<file path="config.mk">
export PLATFORM = sky130hd
export DESIGN_NAME = i2c_xfer_seq
export DESIGN_NICKNAME = d
export VERILOG_FILES = /design/src/rtl/i2c_seq_pkg.sv /design/src/rtl/i2c_seq_databuf.sv /design/src/rtl/i2c_seq_engine.sv /design/src/rtl/i2c_xfer_seq.sv
export SDC_FILE = /design/constraint.sdc
export NUM_CORES = 1
export LEC_CHECK = 0
export BUFFER_PORTS_ARGS = -buffer_cell sky130_fd_sc_hd__buf_2
export CORE_MARGIN = 8
export CORE_UTILIZATION = 54
export CTS_CLUSTER_DIAMETER = 100
export DETAILED_ROUTE_END_ITERATION = 12
export GPL_ROUTABILITY_DRIVEN = 0
export PLACE_DENSITY = 0.76
export SLEW_MARGIN = 20
export SYNTH_ARGS = -nofsm -noshare
export SYNTH_HDL_FRONTEND = slang
export SYNTH_HIERARCHICAL = 1
export SYNTH_SLANG_ARGS = --single-unit
</file>
<file path="constraint.sdc">
create_clock -name clk -period 2.4 [get_ports clk]
set_input_delay 0.12 -clock clk [delete_from_list [all_inputs] [get_ports clk]]
set_output_delay 0.12 -clock clk [all_outputs]
set_load 0.02 [all_outputs]
</file>
<file path="src/rtl/i2c_seq_pkg.sv">
package i2c_seq_pkg;
  localparam int BYTE_W = 8;

  localparam int REG_DATA  = 0;
  localparam int REG_TADDR = 1;
  localparam int REG_CTRL  = 2;
  localparam int REG_MODE  = 3;
  localparam int REG_STAT  = 4;
  localparam int REG_XSTAT = 5;
  localparam int REG_IMASK = 6;
  localparam int REG_XCNT  = 7;
  localparam int REG_XCTL  = 8;

  localparam logic [BYTE_W-1:0] MODE_KEEP = 8'h3D;
  localparam logic [BYTE_W-1:0] XCNT_KEEP = 8'h77;
  localparam logic [BYTE_W-1:0] XST_FREE  = 8'h40;
  localparam logic [BYTE_W-1:0] XST_HELD  = 8'h50;

  typedef enum logic [1:0] {
    CMD_START = 2'd0,
    CMD_SEND  = 2'd1,
    CMD_RECV  = 2'd2,
    CMD_STOP  = 2'd3
  } bus_cmd_e;

  typedef enum logic [2:0] {
    E_IDLE, E_CHK, E_START, E_BYTE, E_STOP, E_HALT, E_DONE
  } eng_state_e;
endpackage

</file>
<file path="src/rtl/i2c_seq_databuf.sv">
module i2c_seq_databuf
  import i2c_seq_pkg::*;
#(
  parameter int DEPTH = 4,
  localparam int IDXW = $clog2(DEPTH),
  localparam int CNTW = $clog2(DEPTH + 1)
) (
  input  logic              clk,
  input  logic              rst,
  input  logic              flush_i,
  input  logic              push_i,
  input  logic [BYTE_W-1:0] push_dat_i,
  input  logic              pop_i,
  input  logic              ewr_i,
  input  logic [IDXW-1:0]   ewr_idx_i,
  input  logic [BYTE_W-1:0] ewr_dat_i,
  input  logic              setlvl_i,
  input  logic [CNTW-1:0]   setlvl_val_i,
  input  logic [IDXW-1:0]   rd_idx_i,
  output logic [BYTE_W-1:0] rd_dat_o,
  output logic [BYTE_W-1:0] front_o,
  output logic [CNTW-1:0]   level_o
);
  logic [BYTE_W-1:0] mem_q [DEPTH];
  logic [CNTW-1:0]   lvl_q;
  logic              can_push, can_pop;

  assign can_push = push_i && (lvl_q != CNTW'(DEPTH));
  assign can_pop  = pop_i && (lvl_q != '0);

  always_ff @(posedge clk) begin
    if (rst || flush_i) begin
      lvl_q <= '0;
    end else if (setlvl_i) begin
      lvl_q <= setlvl_val_i;
    end else if (can_push) begin
      lvl_q <= lvl_q + 1'b1;
    end else if (can_pop) begin
      lvl_q <= lvl_q - 1'b1;
    end
  end

  for (genvar i = 0; i < DEPTH; i++) begin : g_slot
    always_ff @(posedge clk) begin
      if (rst || flush_i) begin
        mem_q[i] <= '0;
      end else if (ewr_i) begin
        if (ewr_idx_i == IDXW'(i)) mem_q[i] <= ewr_dat_i;
      end else if (can_push) begin
        if (lvl_q[IDXW-1:0] == IDXW'(i)) mem_q[i] <= push_dat_i;
      end else if (can_pop) begin
        if (i < DEPTH - 1) mem_q[i] <= mem_q[(i + 1) % DEPTH];
        else               mem_q[i] <= '0;
      end
    end
  end

  assign rd_dat_o = mem_q[rd_idx_i];
  assign front_o  = mem_q[0];
  assign level_o  = lvl_q;
endmodule

</file>
<file path="src/rtl/i2c_seq_engine.sv">
module i2c_seq_engine
  import i2c_seq_pkg::*;
#(
  parameter int DEPTH = 4,
  localparam int IDXW = $clog2(DEPTH),
  localparam int CNTW = $clog2(DEPTH + 1)
) (
  input  logic              clk,
  input  logic              rst,
  input  logic              start_i,
  input  logic              halt_i,
  input  logic              recv_i,
  input  logic              chain_i,
  input  logic              rpst_i,
  input  logic [IDXW-1:0]   last_i,
  input  logic [6:0]        addr7_i,
  output logic [IDXW-1:0]   buf_idx_o,
  input  logic [BYTE_W-1:0] buf_dat_i,
  output logic              buf_wr_o,
  output logic [BYTE_W-1:0] buf_wdat_o,
  output logic              bus_req_o,
  output logic [1:0]        bus_cmd_o,
  output logic [BYTE_W-1:0] bus_wdata_o,
  input  logic              bus_done_i,
  input  logic              bus_ack_i,
  input  logic [BYTE_W-1:0] bus_rdata_i,
  output logic              held_o,
  output logic              run_o,
  output logic              done_o,
  output logic              halted_o,
  output logic              err_o,
  output logic [CNTW-1:0]   moved_o
);
  eng_state_e        st_q;
  logic [IDXW-1:0]   idx_q, last_q;
  logic [6:0]        addr_q;
  logic              recv_q, stop_each_q, held_q, err_q;
  logic [CNTW-1:0]   moved_q;

  always_ff @(posedge clk) begin
    if (rst) begin
      st_q        <= E_IDLE;
      idx_q       <= '0;
      last_q      <= '0;
      addr_q      <= '0;
      recv_q      <= 1'b0;
      stop_each_q <= 1'b0;
      held_q      <= 1'b0;
      err_q       <= 1'b0;
      moved_q     <= '0;
    end else begin
      unique case (st_q)
        E_IDLE: begin
          if (halt_i && held_q) begin
            st_q <= E_HALT;
          end else if (start_i) begin
            idx_q       <= '0;
            last_q      <= last_i;
            addr_q      <= addr7_i;
            recv_q      <= recv_i;
            stop_each_q <= rpst_i || !chain_i;
            err_q       <= 1'b0;
            moved_q     <= '0;
            st_q        <= E_CHK;
          end
        end
        E_CHK: st_q <= held_q ? E_BYTE : E_START;
        E_START: if (bus_done_i) begin
          if (bus_ack_i) begin
            held_q <= 1'b1;
            st_q   <= E_BYTE;
          end else begin
            err_q <= 1'b1;
            st_q  <= E_DONE;
          end
        end
        E_BYTE: if (bus_done_i) begin
          if (bus_ack_i) begin
            moved_q <= moved_q + 1'b1;
            if (stop_each_q) begin
              st_q <= E_STOP;
            end else if (idx_q == last_q) begin
              st_q <= E_DONE;
            end else begin
              idx_q <= idx_q + 1'b1;
              st_q  <= E_CHK;
            end
          end else begin
            err_q <= 1'b1;
            st_q  <= E_DONE;
          end
        end
        E_STOP: if (bus_done_i) begin
          held_q <= 1'b0;
          if (idx_q == last_q) begin
            st_q <= E_DONE;
          end else begin
            idx_q <= idx_q + 1'b1;
            st_q  <= E_CHK;
          end
        end
        E_HALT: if (bus_done_i) begin
          held_q <= 1'b0;
          st_q   <= E_IDLE;
        end
        E_DONE: st_q <= E_IDLE;
        default: st_q <= E_IDLE;
      endcase
    end
  end

  always_comb begin
    bus_req_o = 1'b0;
    bus_cmd_o = CMD_STOP;
    unique case (st_q)
      E_START: begin bus_req_o = 1'b1; bus_cmd_o = CMD_START; end
      E_BYTE:  begin bus_req_o = 1'b1; bus_cmd_o = recv_q ? CMD_RECV : CMD_SEND; end
      E_STOP, E_HALT: begin bus_req_o = 1'b1; bus_cmd_o = CMD_STOP; end
      default: ;
    endcase
  end

  assign bus_wdata_o = (st_q == E_START) ? {addr_q, recv_q} : buf_dat_i;
  assign buf_idx_o   = idx_q;
  assign buf_wr_o    = (st_q == E_BYTE) && bus_done_i && bus_ack_i && recv_q;
  assign buf_wdat_o  = bus_rdata_i;
  assign held_o      = held_q;
  assign run_o       = (st_q != E_IDLE);
  assign done_o      = (st_q == E_DONE);
  assign halted_o    = (st_q == E_HALT) && bus_done_i;
  assign err_o       = err_q;
  assign moved_o     = moved_q;
endmodule

</file>
<file path="src/rtl/i2c_xfer_seq.sv">
module i2c_xfer_seq
  import i2c_seq_pkg::*;
#(
  parameter int DEPTH = 4,
  parameter int AW    = 4
) (
  input  logic              clk,
  input  logic              rst,
  input  logic              reg_we,
  input  logic              reg_re,
  input  logic [AW-1:0]     reg_addr,
  input  logic [BYTE_W-1:0] reg_wdata,
  output logic [BYTE_W-1:0] reg_rdata,
  output logic              bus_req,
  output logic [1:0]        bus_cmd,
  output logic [BYTE_W-1:0] bus_wdata,
  input  logic              bus_done,
  input  logic              bus_ack,
  input  logic [BYTE_W-1:0] bus_rdata,
  output logic              irq
);
  localparam int IDXW = $clog2(DEPTH);
  localparam int CNTW = $clog2(DEPTH + 1);

  logic [BYTE_W-1:0] taddr_q, ctrl_q, mode_q, imask_q, xcnt_q, rdata_q;
  logic              sts_irqa_q, sts_err_q, xfra_q, irq_q;

  logic              eng_run, eng_held, eng_done, eng_halted, eng_err, buf_wr;
  logic [CNTW-1:0]   eng_moved, buf_lvl;
  logic [IDXW-1:0]   buf_idx;
  logic [BYTE_W-1:0] buf_rd, buf_front, buf_wdat;

  logic wr_data, wr_ctrl, wr_mode, wr_stat, wr_xstat, wr_imask, wr_xcnt;
  logic ctl_ok, halt_go, start_go, soft_rst, flush, pop;

  assign wr_data  = reg_we && reg_addr == AW'(REG_DATA);
  assign wr_ctrl  = reg_we && reg_addr == AW'(REG_CTRL);
  assign wr_mode  = reg_we && reg_addr == AW'(REG_MODE);
  assign wr_stat  = reg_we && reg_addr == AW'(REG_STAT);
  assign wr_xstat = reg_we && reg_addr == AW'(REG_XSTAT);
  assign wr_imask = reg_we && reg_addr == AW'(REG_IMASK);
  assign wr_xcnt  = reg_we && reg_addr == AW'(REG_XCNT);
  assign soft_rst = reg_we && reg_addr == AW'(REG_XCTL) && reg_wdata[0];

  // Control writes are taken only while the engine is idle.
  assign ctl_ok   = wr_ctrl && !eng_run;
  assign halt_go  = ctl_ok && reg_wdata[7] && eng_held;
  assign start_go = ctl_ok && !halt_go && reg_wdata[0];
  assign flush    = soft_rst || (wr_mode && reg_wdata[6]);
  assign pop      = reg_re && reg_addr == AW'(REG_DATA) && buf_lvl != '0;

  i2c_seq_databuf #(.DEPTH(DEPTH)) u_buf (
    .clk(clk), .rst(rst), .flush_i(flush),
    .push_i(wr_data), .push_dat_i(reg_wdata), .pop_i(pop),
    .ewr_i(buf_wr), .ewr_idx_i(buf_idx), .ewr_dat_i(buf_wdat),
    .setlvl_i(eng_done), .setlvl_val_i(eng_moved),
    .rd_idx_i(buf_idx), .rd_dat_o(buf_rd), .front_o(buf_front),
    .level_o(buf_lvl)
  );

  i2c_seq_engine #(.DEPTH(DEPTH)) u_eng (
    .clk(clk), .rst(rst), .start_i(start_go), .halt_i(halt_go),
    .recv_i(reg_wdata[1]), .chain_i(reg_wdata[2]), .rpst_i(reg_wdata[3]),
    .last_i(reg_wdata[4 +: IDXW]), .addr7_i(taddr_q[7:1]),
    .buf_idx_o(buf_idx), .buf_dat_i(buf_rd),
    .buf_wr_o(buf_wr), .buf_wdat_o(buf_wdat),
    .bus_req_o(bus_req), .bus_cmd_o(bus_cmd), .bus_wdata_o(bus_wdata),
    .bus_done_i(bus_done), .bus_ack_i(bus_ack), .bus_rdata_i(bus_rdata),
    .held_o(eng_held), .run_o(eng_run), .done_o(eng_done),
    .halted_o(eng_halted), .err_o(eng_err), .moved_o(eng_moved)
  );

  // Target address survives the soft reset.
  always_ff @(posedge clk) begin
    if (rst) taddr_q <= '0;
    else if (reg_we && reg_addr == AW'(REG_TADDR)) taddr_q <= reg_wdata;
  end

  always_ff @(posedge clk) begin
    if (rst || soft_rst) begin
      ctrl_q     <= '0;
      mode_q     <= '0;
      imask_q    <= '0;
      xcnt_q     <= '0;
      sts_irqa_q <= 1'b0;
      sts_err_q  <= 1'b0;
      xfra_q     <= 1'b0;
      irq_q      <= 1'b0;
    end else begin
      if (ctl_ok)   ctrl_q  <= reg_wdata & 8'hFE;
      if (wr_mode)  mode_q  <= reg_wdata & MODE_KEEP;
      if (wr_imask) imask_q <= reg_wdata;
      if (wr_xcnt)  xcnt_q  <= reg_wdata & XCNT_KEEP;
      if (wr_stat && reg_wdata[1]) begin
        sts_irqa_q <= 1'b0;
        if (mode_q[2]) irq_q <= 1'b0;
      end
      if (wr_xstat && reg_wdata[0]) xfra_q <= 1'b0;
      if (eng_done) begin
        xcnt_q    <= BYTE_W'(eng_moved);
        sts_err_q <= eng_err;
        if (eng_err) xfra_q <= 1'b1;
        if (eng_moved != '0 && mode_q[2] && imask_q[0]) begin
          sts_irqa_q <= 1'b1;
          irq_q      <= 1'b1;
        end
      end
      if (eng_halted && mode_q[2] && imask_q[3]) begin
        sts_irqa_q <= 1'b1;
        irq_q      <= 1'b1;
      end
    end
  end

  always_ff @(posedge clk) begin
    if (rst) begin
      rdata_q <= '0;
    end else if (reg_re) begin
      unique case (int'(reg_addr))
        REG_DATA:  rdata_q <= (buf_lvl == '0) ? 8'hFF : buf_front;
        REG_TADDR: rdata_q <= taddr_q;
        REG_CTRL:  rdata_q <= ctrl_q;
        REG_MODE:  rdata_q <= mode_q;
        REG_STAT:  rdata_q <= {2'b00, buf_lvl != '0, buf_lvl == CNTW'(DEPTH),
                               1'b0, sts_err_q, sts_irqa_q, eng_run};
        REG_XSTAT: rdata_q <= (eng_held ? XST_HELD : XST_FREE) | {7'd0, xfra_q};
        REG_IMASK: rdata_q <= imask_q;
        REG_XCNT:  rdata_q <= xcnt_q;
        default:   rdata_q <= '0;
      endcase
    end
  end

  assign reg_rdata = rdata_q;
  assign irq       = irq_q;
endmodule

</file>
# Yosys cells after proc, flatten, opt, wreduce, memory -nomap -nowiden
# Memories as Yosys holds them, arrays and structs flattened. A register that Yosys moved wholly into a read port is not among the register bits.
# Index checks and enable logic that the tools add are counted.
[word_totals] regBits=70 ram_bits=32 out_inout_bits=20 mem_count=1
[op_classes] addsub=4 eq_ne=36 muxes=115 n_bitwise=14 n_reduce_logical=62
[memory_table] memory="u_buf.mem_q" depth=4 width=8 read_ports=5 rd_ports_with_merged_regs=1 write_ports=4 line_no="i2c_seq_databuf.sv:24" rtl="logic [BYTE_W-1:0] mem_q [DEPTH];"
[op_table] operator="8-bit 2-to-1 mux" n=14
[op_table] operator="1-bit 2-to-1 mux" n=64
[op_table] operator="8-bit case mux with 8 select lines" n=1
[op_table] operator="3-bit 2-to-1 mux" n=19
[op_table] operator="1-bit logical AND" n=31
[op_table] operator="2-bit 2-to-1 mux" n=10
[op_table] operator="2-bit != test, second input constant" n=10
[op_table] operator="3-bit case mux with 6 select lines" n=1
[op_table] operator="4-bit by 3-bit equality test with 1-bit output, second input constant" n=4
[op_table] operator="5-bit AND reduction" n=3
[op_table] operator="3-bit nonzero test" n=5
[op_table] operator="3-bit equality test, second input constant" n=4
[op_table] operator="1-bit OR" n=12
[op_table] operator="2-bit equality test, second input constant" n=4
[op_table] operator="4-bit by 2-bit equality test with 1-bit output, second input constant" n=2
[op_table] operator="2-bit nonzero test" n=4
[op_table] operator="7-bit by 1-bit OR with 7-bit output" n=1
[op_table] operator="7-bit AND reduction" n=1
[op_table] operator="3-bit by 1-bit adder with 3-bit output, second input constant" n=2
[op_table] operator="3-bit by 2-bit equality test with 1-bit output, second input constant" n=2
[op_table] operator="3-bit logical NOT" n=2
[op_table] operator="2-bit case mux with 3 select lines" n=1
[op_table] operator="3-bit case mux with 2 select lines" n=1
[op_table] operator="2-bit OR reduction" n=3
[op_table] operator="21 further kinds" n=30

# Logic depth before layout (Yosys ltp)
[logic_depth] depth_word=13 ltp_mapped=11

# Cells and area by module
# Netlist, hierarchy kept.
[modules_own_cells] module="i2c_xfer_seq" n_inst=1 cells_each=264 area_each_um2=2289.7 seq_area_each_um2=920.9
[modules_own_cells] module="i2c_seq_databuf" n_inst=1 cells_each=173 area_each_um2=2144.6 seq_area_each_um2=1021.0
[modules_own_cells] module="i2c_seq_engine" n_inst=1 cells_each=171 area_each_um2=1265.0 seq_area_each_um2=420.4

# Worst setup path before layout
# OpenSTA, ideal clock, no wires.
[synth_path] path_kind="input to register" start="in reg_addr[3]" end="mem u_buf.mem_q[0][0], enable pin" setup_ns=0.290 t_arrival_ns=2.151 t_required_ns=2.110 setup_slack_ns=-0.040 cell_stages=9 cell_sequence="buf_2 nor2_1 nand4_1 o21bai_1 nor3_1 and4b_1 buf_6 buf_8 a2111o_1"
[synth_rtl] item="from (decl)" line_no="i2c_xfer_seq.sv:11" rtl="input logic [AW-1:0] reg_addr,"
[synth_rtl] item="to (decl)" line_no="i2c_seq_databuf.sv:24"

# Final worst setup path
[layout_path] start="reg u_eng.st_q[1]" end="reg u_eng.st_q[2]"
[layout_between] elab_chain_len=10 elab_cells_between_ends=23 classes_between="eq/ne: 10; mux: 2; reduce/logical: 11"
[layout_lines] item="from (decl)" line_no="i2c_seq_engine.sv:34" rtl="eng_state_e st_q;"
[layout_lines] item="from (signal assigned)" line_no="i2c_seq_engine.sv:67" rtl="E_CHK: st_q <= held_q ? E_BYTE : E_START;"
[layout_lines] item="3-bit nonzero test *" line_no="i2c_seq_engine.sv:128" rtl="assign run_o = (st_q != E_IDLE);"
[layout_lines] item="named net eng_run" line_no="i2c_xfer_seq.sv:28" rtl="logic eng_run, eng_held, eng_done, eng_halted, eng_err, buf_wr;"
[layout_lines] item="1-bit logical NOT *" line_no="i2c_xfer_seq.sv:46" rtl="assign ctl_ok = wr_ctrl && !eng_run;"
[layout_lines] item="1-bit logical AND *" line_no="i2c_xfer_seq.sv:46"
[layout_lines] item="1-bit logical AND * (2 in series)" line_no="i2c_xfer_seq.sv:47" rtl="assign halt_go = ctl_ok && reg_wdata[7] && eng_held;"
[layout_lines] item="named net halt_go" line_no="i2c_xfer_seq.sv:34" rtl="logic ctl_ok, halt_go, start_go, soft_rst, flush, pop;"
[layout_lines] item="1-bit logical NOT" line_no="i2c_xfer_seq.sv:48" rtl="assign start_go = ctl_ok && !halt_go && reg_wdata[0];"
[layout_lines] item="1-bit logical AND (2 in series)" line_no="i2c_xfer_seq.sv:48"
[layout_lines] item="3-bit by 2-bit != test with 1-bit output (no source line)"
[layout_lines] item="5-bit AND reduction (no source line)"
# Mark *: on every way through the listed nets, which the timed path passes. The rest lies on a longest branch.
# A chain may end at the register's enable or synchronous reset.

==> flow_summary.ini <==
[logic_synthesis]
synth.area.top_cells = sky130_fd_sc_hd__dfxtp_1, sky130_fd_sc_hd__edfxtp_1, sky130_fd_sc_hd__mux2i_1, sky130_fd_sc_hd__a221o_1, sky130_fd_sc_hd__and3_1
netlist_area_sq_mm = 0.005699
asyncSetResetFlopFracSynth_pct = 0
syn_nets = 636
synth_cells = 608
area_share_of_the_largest_cell_type_after_synthesis_pct = 24.59
ys_warn_count = 6
synth_largest_area_cell = sky130_fd_sc_hd__dfxtp_1
synth-edff-count = 32
yosys_register_bits = 102
synth_cell_type_count = 71
postSynth.topFlopCell = sky130_fd_sc_hd__dfxtp_1
synth-seq-area-share_pct = 41.45
post_synthesis_average_cell_area_sq_um = 9.374

[setup_path]
largest_driver_fanout_on_the_critical_path = 6
cp_endpoint_kind = flip-flop
reg2regPathDepth = 10
critPathArrivalTime_ns = 2.62
reg2reg_from = u_eng/st_q[1]
timing.reg2reg.setup_slack_ns = 0.08
setup.worst_path.class = flip-flop to flip-flop
start_kind = flip-flop
worstReg2RegEnd = u_eng/st_q[2]
worst-endpoint-required_ns = 2.69

[clock_network]
clock_tree.root_cell = sky130_fd_sc_hd__clkbuf_8
cts_tree = yes
worstSkewPairLatency_ns = 0.37
cts-buffers-inserted = 9
cts.clk_slew.worst_paths_ns = 0.10
tritoncts_num_sinks = 102
h-tree-depth = 3
max-clock-path-buffers = 2
postCtsHoldBufs = 0

[sta]
finalMaxSlewViolations = 0
final.setup_skew_ns = 0.01585
finalCritPeriodShare_pct = 96.80
worst_slew_pin_slew_ns = 0.6160
report.final.setup_viol = 0
fmax_mhz = 430.4
worst_hold_slack_ns = 0.08343
max-slew-margin-rel_pct = 58.93
timing.final.hold_violations = 0
post-route-min-period_ns = 2.323

[grt]
grt.total_usage_pct = 21.62
wire_length_of_the_first_global_routing_pass_um = 24780
global_route.overflow_total = 0
grt_start_max_net_pins = 31
grt_antenna_before_repair = 0
grt_pass1_vias = 4727

[routing]
first_iter_violations = 541
met3_length_um = 1489
drc = 0
routed_wl_um = 15690
ant_nets = 0
dr.pass1.iters = 5
post_drt_wl_per_cell_um = 19.96
met2RoutedLength_um = 7436
dr_total_vias = 5050
route.top_layer_used = met4
vias_per_cell = 6.425
met1Wirelength_um = 6350

[final_layout]
area.growth.synth_to_final_pct = 10.56
net_count_of_the_finished_layout = 673
final_common_cell = sky130_fd_sc_hd__dfxtp_1
final_cells = 786
layout_common_cells = sky130_fd_sc_hd__dfxtp_1, sky130_fd_sc_hd__nand2_1, sky130_fd_sc_hd__nor2_1
fillerInstances = 915
diodes = 0
final_layout_size_suffix_gt1_share_pct = 20.77
finish.utilization_pct = 61.31

[floorplan]
initial_utilization_pct = 55.45
design.die.area_sq_mm = 0.01410
core_area_sq_mm = 0.01028
die_height_um = 118.7
chipWidth_um = 118.7
boundaryPins = 46
num_rows = 37

[pwr]
power_leakage_nw = 2.546
powerDensity_mw_per_mm2 = 508.2
vdd_ir_drop_max_mv = 0.3001
report.power.total_mw = 3.202

[place]
post-place-cells = 769
portBuffers = 45
detailedPlacementHpwl_um = 11670

[worst_hold_path]
worst_hold_path_type = primary input to flip-flop
hp-start = bus_rdata[2]
hold-path-endpoint = u_buf/mem_q[3][2]
whs_path_depth = 2

[run_status]
outcome = finished, final reports clean

[flow_run]
maxCapViolations = 0
## repair_timing
action,CTS,global route
hold endpoints to repair,0,0
resized for setup,1,6
setup buffers,0,1
pin swaps,0,1
setup endpoints to repair,3,46
## critical path, cell delays in order, from the launching register on
cell	delay [ns]
sky130_fd_sc_hd__dfxtp_1	0.38
sky130_fd_sc_hd__nor3_4	0.20
sky130_fd_sc_hd__inv_1	0.09
sky130_fd_sc_hd__nand4b_1	0.22
sky130_fd_sc_hd__buf_4	0.18
sky130_fd_sc_hd__nor2_1	0.24
sky130_fd_sc_hd__a211oi_1	0.18
sky130_fd_sc_hd__o31a_1	0.26
sky130_fd_sc_hd__nor3_1	0.18
sky130_fd_sc_hd__o21ai_0	0.14
sky130_fd_sc_hd__o22ai_1	0.18
## area by class of cell
type                    count  area [sq um]  share of cell area (%)
multi-input cells         436          3020                   47.93
clock inverters             3         25.02                  0.3971
well taps                 136         170.2                   2.701
flip-flops and latches    102          2364                   37.51
clock buffers              13         170.2                   2.701
repair buffers             81         495.5                   7.863
inverters                  15         56.30                  0.8936
## per-layer routing
layer	vias to the layer above	global-route usage (%)
met2	261	35.43
met3	31	5.331
met1	2425	27.30
met4	0	7.273
met5	-	0
li1	2333	-
## through the flow
stage | setup WS [ns] | TNS [ns] | area, sq um
finish | 0.07675 | 0 | 6301
global route | -0.01147 | -0.01147 | 6301
CTS | 0.04658 | 0 | 6269
detailed placement | 0.07644 | 0 | 6072
global placement | 0.2106 | 0 | 6072
floorplan | 0.01767 | 0 | 5713
## synthesized netlist by cell type (3+ instances only)
| library cell | count |
|---|---|
| sky130_fd_sc_hd__buf_4 | 9 |
| sky130_fd_sc_hd__a22o_1 | 12 |
| sky130_fd_sc_hd__xnor2_1 | 4 |
| sky130_fd_sc_hd__and3_1 | 35 |
| sky130_fd_sc_hd__inv_1 | 15 |
| sky130_fd_sc_hd__nand3_1 | 4 |
| sky130_fd_sc_hd__a22oi_1 | 3 |
| sky130_fd_sc_hd__buf_6 | 4 |
| sky130_fd_sc_hd__a221o_1 | 23 |
| sky130_fd_sc_hd__buf_2 | 13 |
| sky130_fd_sc_hd__nor2b_1 | 5 |
| sky130_fd_sc_hd__mux2_2 | 10 |
| sky130_fd_sc_hd__clkbuf_1 | 25 |
| sky130_fd_sc_hd__mux2i_1 | 30 |
| sky130_fd_sc_hd__edfxtp_1 | 32 |
| sky130_fd_sc_hd__a21oi_1 | 38 |
| sky130_fd_sc_hd__nor4b_1 | 6 |
| sky130_fd_sc_hd__o31a_1 | 5 |
| sky130_fd_sc_hd__nor3b_1 | 7 |
| sky130_fd_sc_hd__dfxtp_1 | 70 |
| sky130_fd_sc_hd__nand3b_1 | 3 |
| sky130_fd_sc_hd__nor2_1 | 51 |
| sky130_fd_sc_hd__a211oi_1 | 4 |
| sky130_fd_sc_hd__a311oi_1 | 7 |
| sky130_fd_sc_hd__nor2_2 | 3 |
| sky130_fd_sc_hd__nor3_1 | 18 |
| sky130_fd_sc_hd__o21ai_0 | 36 |
| sky130_fd_sc_hd__mux4_2 | 9 |
| sky130_fd_sc_hd__and2_1 | 3 |
| sky130_fd_sc_hd__nand2b_1 | 10 |
| sky130_fd_sc_hd__nand2_1 | 55 |
| sky130_fd_sc_hd__a211o_1 | 5 |
| sky130_fd_sc_hd__a31oi_1 | 3 |
## cells by family (layout without fill, tap and decap cells)
family / Yosys count / in the layout / synth area share [%]
AOI/OAI and AO/OA: 156 / 156 / 19.25
xor gates and xnor gates: 5 / 5 / 0.7684
adders and majority gates: 2 / 2 / 0.4390
buffers and inverters: 70 / 112 / 6.235
DFF: 102 / 102 / 41.45
muxes: 49 / 49 / 10.80
and+or+nand+nor: 224 / 224 / 21.05
## sequential cells by signal, summed over array words and instances (netlist names), 3 cells and up
| signal | cells |
|---|---|
| ctrl_q | 7 |
| imask_q | 8 |
| mode_q | 5 |
| reg_rdata | 8 |
| taddr_q | 8 |
| u_buf/level_o | 3 |
| u_buf/mem_q | 32 |
| u_eng/addr_q | 7 |
| u_eng/moved_o | 3 |
| u_eng/st_q | 3 |
| xcnt_q | 6 |
## power breakdown
| group | switching [mW] | internal [mW] |
|---|---|---|
| clock network | 0.602 | 0.479 |
| registers | 0.0238 | 1.81 |
| logic | 0.190 | 0.0967 |
## how the worst max path moves through the flow
stage | start | endpoint
global route | u_eng/st_q[1] | u_eng/st_q[2]
detailed placement | u_eng/st_q[1] | u_eng/addr_q[4]
finish | u_eng/st_q[1] | u_eng/st_q[2]
floorplan | u_eng/st_q[1] | u_eng/buf_idx_o[1]
CTS | u_eng/st_q[1] | u_eng/addr_q[4]
global placement | u_eng/st_q[2] | u_buf/mem_q[3][5]
Power figures use the tool's default switching activity.
